File: src/rtl/coh_pkg.sv
package coh_pkg;

  typedef enum logic [1:0] {
    LINE_INV = 2'd0,
    LINE_SHR = 2'd1,
    LINE_OWN = 2'd2
  } lineState_e;

  typedef enum logic [2:0] {
    BUS_IDLE = 3'd0,
    BUS_READ = 3'd1,
    BUS_RFO  = 3'd2,
    BUS_INV  = 3'd3,
    BUS_WB   = 3'd4
  } busCmd_e;

  typedef struct packed {
    logic    doWb;
    logic    doAccess;
    logic    sel;
    busCmd_e cmd;
  } ctrlStrobe_t;

endpackage

File: src/rtl/coh_datapath.sv
module coh_datapath
  import coh_pkg::*;
#(
  parameter int AW    = 8,
  parameter int DW    = 32,
  parameter int LINES = 8
) (
  input  logic          clk,
  input  logic          rstN,
  input  ctrlStrobe_t   strobe,
  input  logic [AW-1:0] addr,
  input  logic          isWrite,
  input  logic [DW-1:0] wdata,
  input  logic [DW-1:0] memRdata,
  output logic          selHit,
  output logic          selOwn,
  output logic          victimDirty,
  output logic          memWe,
  output logic [AW-1:0] memAddr,
  output logic [DW-1:0] memWdata,
  output logic [DW-1:0] respData
);

  localparam int IW = $clog2(LINES);
  localparam int TW = AW - IW;

  lineState_e        stArr  [2][LINES];
  logic [TW-1:0]     tagArr [2][LINES];
  logic [DW-1:0]     datArr [2][LINES];

  logic [IW-1:0] idx;
  logic [TW-1:0] tag;
  logic [1:0]    hitV, ownV, dirtyV;
  logic          oth;
  logic          othOwn;
  logic [DW-1:0] fillData, resultData;

  assign idx = addr[IW-1:0];
  assign tag = addr[AW-1:IW];
  assign oth = ~strobe.sel;

  generate
    for (genvar c = 0; c < 2; c++) begin : g_cache
      assign hitV[c]   = (stArr[c][idx] != LINE_INV) && (tagArr[c][idx] == tag);
      assign ownV[c]   = hitV[c] && (stArr[c][idx] == LINE_OWN);
      assign dirtyV[c] = (stArr[c][idx] == LINE_OWN) && (tagArr[c][idx] != tag);

      always_ff @(posedge clk) begin
        if (!rstN) begin
          for (int i = 0; i < LINES; i++) begin
            stArr[c][i]  <= LINE_INV;
            tagArr[c][i] <= '0;
            datArr[c][i] <= '0;
          end
        end else if (strobe.sel == 1'(c)) begin
          if (strobe.doWb) begin
            stArr[c][idx] <= LINE_INV;
          end else if (strobe.doAccess) begin
            if (isWrite) begin
              stArr[c][idx]  <= LINE_OWN;
              tagArr[c][idx] <= tag;
              datArr[c][idx] <= wdata;
            end else if (!hitV[c]) begin
              stArr[c][idx]  <= LINE_SHR;
              tagArr[c][idx] <= tag;
              datArr[c][idx] <= fillData;
            end
          end
        end else if (strobe.doAccess && hitV[c]) begin
          if (strobe.cmd == BUS_READ) begin
            stArr[c][idx] <= LINE_SHR;
          end else if (strobe.cmd == BUS_RFO || strobe.cmd == BUS_INV) begin
            stArr[c][idx] <= LINE_INV;
          end
        end
      end
    end
  endgenerate

  assign selHit      = hitV[strobe.sel];
  assign selOwn      = ownV[strobe.sel];
  assign victimDirty = dirtyV[strobe.sel];
  assign othOwn      = ownV[oth];

  assign fillData   = othOwn ? datArr[oth][idx] : memRdata;
  assign resultData = isWrite ? wdata : (selHit ? datArr[strobe.sel][idx] : fillData);

  assign memWe    = strobe.doWb || (strobe.doAccess && strobe.cmd == BUS_READ && othOwn);
  assign memAddr  = strobe.doWb ? {tagArr[strobe.sel][idx], idx} : addr;
  assign memWdata = strobe.doWb ? datArr[strobe.sel][idx] : datArr[oth][idx];

  always_ff @(posedge clk) begin
    if (!rstN) begin
      respData <= '0;
    end else if (strobe.doAccess) begin
      respData <= resultData;
    end
  end

endmodule

File: src/rtl/coh_control.sv
module coh_control
  import coh_pkg::*;
(
  input  logic        clk,
  input  logic        rstN,
  input  logic [1:0]  reqValid,
  input  logic        isWrite,
  input  logic        selHit,
  input  logic        selOwn,
  input  logic        victimDirty,
  output ctrlStrobe_t strobe,
  output logic [1:0]  respValid
);

  typedef enum logic [1:0] {ST_IDLE, ST_CHK, ST_ACC, ST_RESP} fsm_e;

  fsm_e    state;
  logic    curSel;
  busCmd_e accessCmd;

  always_comb begin
    if (isWrite) begin
      accessCmd = selOwn ? BUS_IDLE : (selHit ? BUS_INV : BUS_RFO);
    end else begin
      accessCmd = selHit ? BUS_IDLE : BUS_READ;
    end
  end

  always_comb begin
    strobe     = '0;
    strobe.sel = curSel;
    strobe.cmd = BUS_IDLE;
    if (state == ST_CHK && victimDirty) begin
      strobe.doWb = 1'b1;
      strobe.cmd  = BUS_WB;
    end else if (state == ST_CHK || state == ST_ACC) begin
      strobe.doAccess = 1'b1;
      strobe.cmd      = accessCmd;
    end
  end

  always_ff @(posedge clk) begin
    if (!rstN) begin
      state  <= ST_IDLE;
      curSel <= 1'b0;
    end else begin
      case (state)
        ST_IDLE: if (|reqValid) begin
          curSel <= ~reqValid[0];
          state  <= ST_CHK;
        end
        ST_CHK:  state <= victimDirty ? ST_ACC : ST_RESP;
        ST_ACC:  state <= ST_RESP;
        default: state <= ST_IDLE;
      endcase
    end
  end

  assign respValid = (state == ST_RESP) ? (curSel ? 2'b10 : 2'b01) : 2'b00;

endmodule

File: src/rtl/coh_wbown_top.sv
module coh_wbown_top
  import coh_pkg::*;
#(
  parameter int AW    = 8,
  parameter int DW    = 32,
  parameter int LINES = 8
) (
  input  logic            clk,
  input  logic            rstN,
  input  logic [1:0]      reqValid,
  input  logic [1:0]      reqWrite,
  input  logic [2*AW-1:0] reqAddr,
  input  logic [2*DW-1:0] reqWdata,
  output logic [1:0]      respValid,
  output logic [DW-1:0]   respData,
  output logic [2:0]      busCmd,
  output logic            busSrc,
  output logic            memWe,
  output logic [AW-1:0]   memAddr,
  output logic [DW-1:0]   memWdata,
  input  logic [DW-1:0]   memRdata
);

  ctrlStrobe_t   strobe;
  logic          selHit, selOwn, victimDirty;
  logic          selWrite;
  logic [AW-1:0] selAddr;
  logic [DW-1:0] selWdata;

  assign selWrite = reqWrite[strobe.sel];
  assign selAddr  = strobe.sel ? reqAddr[AW +: AW]  : reqAddr[0 +: AW];
  assign selWdata = strobe.sel ? reqWdata[DW +: DW] : reqWdata[0 +: DW];

  coh_control u_ctrl (
    .clk         (clk),
    .rstN        (rstN),
    .reqValid    (reqValid),
    .isWrite     (selWrite),
    .selHit      (selHit),
    .selOwn      (selOwn),
    .victimDirty (victimDirty),
    .strobe      (strobe),
    .respValid   (respValid)
  );

  coh_datapath #(.AW(AW), .DW(DW), .LINES(LINES)) u_dp (
    .clk         (clk),
    .rstN        (rstN),
    .strobe      (strobe),
    .addr        (selAddr),
    .isWrite     (selWrite),
    .wdata       (selWdata),
    .memRdata    (memRdata),
    .selHit      (selHit),
    .selOwn      (selOwn),
    .victimDirty (victimDirty),
    .memWe       (memWe),
    .memAddr     (memAddr),
    .memWdata    (memWdata),
    .respData    (respData)
  );

  assign busCmd = strobe.cmd;
  assign busSrc = strobe.sel;

endmodule

File: config.mk
export PLATFORM = sky130hd
export DESIGN_NAME = coh_wbown_top
export DESIGN_NICKNAME = d
export VERILOG_FILES = /design/src/rtl/coh_pkg.sv /design/src/rtl/coh_datapath.sv /design/src/rtl/coh_control.sv /design/src/rtl/coh_wbown_top.sv
export SDC_FILE = /design/constraint.sdc
export NUM_CORES = 1
export LEC_CHECK = 0
export CAP_MARGIN = 20
export CORE_ASPECT_RATIO = 1.1
export CORE_MARGIN = 1.5
export CORE_UTILIZATION = 35
export CTS_CLUSTER_DIAMETER = 150
export DETAILED_ROUTE_END_ITERATION = 12
export PLACE_DENSITY_LB_ADDON = 0.08
export RECOVER_POWER = 50
export SETUP_SLACK_MARGIN = 0.1
export SLEW_MARGIN = 15
export SYNTH_ARGS = -nofsm -noshare
export SYNTH_HDL_FRONTEND = slang
export SYNTH_SLANG_ARGS = --single-unit
File: constraint.sdc
create_clock -name clk -period 9.1 [get_ports clk]
set_clock_uncertainty 0.05 [all_clocks]
set_input_delay 1.365 -clock clk [delete_from_list [all_inputs] [get_ports clk]]
set_output_delay 1.365 -clock clk [all_outputs]
set_load 0.02 [all_outputs]
Word-level counts from Yosys, hierarchy flattened
Memories as Yosys holds them, arrays and structs flattened. A register that Yosys moved wholly into a read port is not among the register bits.
Cells that the tools add are included.
{ "totals": {"reg_bits": 35, "input_bits": 118, "wordCells": 2854, "memories": 3, "out_inout_bits": 79, "ramBits": 624} }
{ "classes": {"n_reduce_logical": 20, "muxes": 1464, "n_bitwise": 1347, "eq_ne": 13, "magnitude_cmp": 4} }
{ "memory_table": {"columns": ["memory", "words", "word_bits", "read_ports", "rd_clocked_by_memory_dff", "wr", "line", "source"], "rows": [
  ["u_dp.datArr", 2, 256, 2, 1, 2, "coh_datapath.sv:29", "logic [DW-1:0] datArr [2][LINES];"],
  ["u_dp.tagArr", 2, 40, 3, 1, 2, "coh_datapath.sv:28", "logic [TW-1:0] tagArr [2][LINES];"],
  ["u_dp.stArr", 2, 16, 2, 0, 2, "coh_datapath.sv:27", "lineState_e stArr [2][LINES];"]
]} }
{ "op_table": {"columns": ["op", "n"], "rows": [
  ["2-to-1 mux 1 bit", 1404],
  ["bitwise OR 1 bit", 1344],
  ["2-to-1 mux 256 bit", 4],
  ["2-to-1 mux 32 bit", 10],
  ["binary-select mux 32 bit (select 3 bit)", 2],
  ["2-to-1 mux 16 bit", 10],
  ["2-to-1 mux 40 bit", 4],
  ["demux 32 bit (select 3 bit)", 1],
  ["binary-select mux 5 bit (select 3 bit)", 3],
  ["2-to-1 mux 5 bit", 7],
  ["2-to-1 mux 2 bit", 8],
  ["2-to-1 mux 8 bit", 2],
  ["demux 5 bit (select 3 bit)", 1],
  ["binary-select mux 2 bit (select 3 bit)", 2],
  ["logical AND 1 bit", 12],
  ["2-to-1 mux 3 bit", 4],
  ["== test 5 bit", 2],
  ["inequality test 5 bit", 2],
  ["== test 2 bit (second input constant)", 4],
  ["demux 2 bit (select 3 bit)", 1],
  ["== test 3 x 2 -> 1 bit (second input constant)", 2],
  ["one-hot mux 2 bit (3 select lines)", 1],
  ["greater-or-equal comparator 4 bit (second input constant)", 1],
  ["< comparator 1 x 2 -> 1 bit (second input constant)", 2],
  ["11 further kinds", 15]
]} }

Longest topological paths before layout
{ "logic_depth": {"depth_word": 23, "depth_mapped": 16, "depth_no_buf": 11} }

Modules after synthesis
A second synthesis with hierarchy kept.
{ "unflattened": {"hier_cells": 3011, "hier_area_um2": 37857.6} }
{ "by_module_without_submodules": {"columns": ["mod", "instances", "cells_each", "seq_area_each_um2", "area_each_um2"], "rows": [
  ["coh_datapath", 1, 2929, 19378.6, 36872.9],
  ["coh_wbown_top", 1, 46, 0.0, 703.2],
  ["coh_control", 1, 36, 60.1, 281.5]
]} }

Worst setup path before layout
OpenSTA, ideal clock, no wires.
{ "synth_path": {"path_kind": "input -> register", "startpoint": "in reqAddr[0]", "endpoint": "mem u_dp.datArr[1][100] (netlist name), enable pin", "setup_time_ns": 0.534, "n_path_buf": 3, "required_ns": 8.516, "arrival_ns": 7.563, "cell_stages": 13, "slack_ns": 0.953, "cell_sequence": "clkbuf_1 > mux2i_4 > inv_4 > buf_4 > nor2_1 > a22oi_1 > and4_1 > nor4_2 > nand3_1 > a31oi_4 > inv_2 > buf_2 > o41ai_1"} }
{ "synth_lines": {"columns": ["item", "line", "source"], "rows": [
  ["start: declaration", "coh_wbown_top.sv:12", "input logic [2*AW-1:0] reqAddr,"],
  ["end: declaration", "coh_datapath.sv:29", null]
]} }

==> results.cfg <==
[floorplan]
num_rows = 125
die_area_um2 = 109000
chipWidth_um = 314
start_util = 0.353
io_pins = 197
die_h_um = 345
coreArea_um2 = 106000

[place]
gp_congestion = 0.934
placed_cell_area_um2 = 40800
portBuffers = 196
dp_hpwl_mm = 99.4
dpl_worst_slack_ps = 1260

[clock_network]
cts_tree = yes
cts_resized = 0
clk_transition_reported_paths_ps = 60
cts_root_buffer = clkbuf_16
post_cts_buffers = 0
htree_levels = 3
clkLatencyLatePin_ps = 660
cts_inserted_buffers = 79
cts_hold_buffers = 0
ctsLongestPathBuffers = 3
clock-sinks = 660

[sta]
max_freq_mhz = 118
hold_viol = 0
finalSetupTns_ps = 0
period_share = 0.932
relSlewSlack = -2.11
rsz0062_at_grt = false
min_period_ps = 8490
tightest_slew_ps = 4660
drv_slew = 336
hold_ws_ps = 417
fin_ws_ps = 615
setup_viol = 0

[routing]
drc = 0
routed_via_density = 6.69
vias = 31800
post_drt_wl_per_cell_um = 35.9
drt_iter0_drc = 4242
postRouteWirelength_mm = 171
drt_pass1_iterations = 6
ant_nets = 0

[yosys]
yosysWarnings = 0
seq_area_frac_synth = 0.522
async_flop_share = 0
ys_types = 81
synth-seq-cells = 660
avgSynthCellArea_um2 = 11.6
synth_edf_count = 624
syn_area_um2 = 37300
synthCells = 3222
syn-num-nets = 3344
synth_flop_cell = edfxtp_1

[power]
powerDensity_nw_per_um2 = 248
p_leak_nw = 14.9
max-vdd-ir-drop_uv = 160
power.total_mw = 10.7

[min_path]
min_from = u_dp.respData[21]
hold_end = u_dp.respData[21]
holdPathStages = 1
min_path_type = register to register

[worst_setup_path]
reg2reg_depth = 10
worst_setup_path_start_kind = input port
critical_path_required_ps = 9250
r2r-end = u_dp.datArr[0][223]
worstPathMaxFanout = 34
critical_path_class = input port to register
worst_setup_path_end_kind = register
crit_arrival_ps = 8640
crit_start = rstN
rr_startpoint = u_ctrl.curSel
rrSetupSlack_ps = 1100

[finish]
antenna_cells = 0
final_area_um2 = 43300
nets = 3415
synthToLayoutAreaGrowth_pct = 16.2
final_cell_mix = edfxtp_1 (624), mux2i_1 (383), o22ai_1 (382)
drive_gt1_frac = 0.125
mostFrequentLayoutCell = edfxtp_1

[global_route]
grt_antenna_before_repair = 5
grt_pass1_wl_mm = 238
grt_pass1_vias = 31600
grt-ovfl-total = 0
track_usage = 0.306
grt_max_degree = 123

[outcome]
status = finished, violations left
violations = max-capacitance violations, max-slew violations

[flow_run]
drv_cap = 16
-- critical path: stages --
cell and delay (ps):
buf_2 70, clkbuf_1 1400, clkinv_1 1180, a2111o_1 750, o21ai_0 1890, clkbuf_1 1940
-- stage by stage --
step,util,cells
after global routing,0.411,4757
after CTS,0.412,4755
final,0.411,4757
after detailed placement,0.387,4607
after floorplan,-,3222
after global placement,0.387,4607
-- final cells by class --
class	instances	area [µm²]
Multi-Input combinational cell	2203	16400
Fill cell	10100	62200
Clock inverter	37	364
Sequential cell	660	19500
Clock buffer	111	2320
Inverter	17	72.6
Tap cell	1397	1750
Timing Repair Buffer	332	2970
-- synthesized netlist by cell type (46+ instances only) --
cell	number	area [µm²]
o21ai_0	46	230
a211oi_1	48	360
nor2_1	144	541
mux2i_1	384	3840
o22ai_1	382	2390
nor3_1	64	320
clkbuf_1	164	616
nand3_1	49	245
buf_2	123	616
mux4_2	88	1980
nand2_1	214	803
edfxtp_1	624	18700
a21oi_1	306	1530
-- power breakdown --
part,leakage [nW],switching [mW],total (mW),internal (mW)
logic,6.81,2.36,3.59,1.23
clock network,1.32,1.36,3.34,1.98
registers,6.74,0.190,3.81,3.62
-- per-layer routing --
metal	vias up	global-route usage	wire length, µm
met3	387	0.0526	16500
met1	16400	0.415	68700
met4	4	0.130	7390
met2	2050	0.481	78200
li1	13000	-	-
met5	-	0	31
-- cell families after synthesis --
family,count (synthesis),share of synthesized area
buffers and inverters,359,0.0433
multiplexers,490,0.162
AND/OR/NAND/NOR,657,0.0889
adder cells (fa/ha/maj),4,0.00134
AO/OA/AOI/OAI,1052,0.183
flip-flops,660,0.522
-- state kept, by name, summed over array words and instances (netlist names), named ones only --
signal / count
u_dp.datArr: 512
u_dp.respData: 32
u_ctrl.state: 2
u_dp.tagArr: 80
u_ctrl.curSel: 1
u_dp.stArr: 32
-- worst max path at each step --
stage          cells after the start             endpoint  slack (ps)
2_1_floorplan                     13  u_dp.datArr[1][100]         950
6_report                           6  u_dp.datArr[0][223]         610
5_1_grt                           13         memWdata[25]         580
3_3_place_gp                      13         memWdata[24]        1290
3_5_place_dp                      13          memWdata[6]        1260
4_1_cts                           13          memWdata[6]        1240
Note: power is estimated with default switching activity, not from simulation.
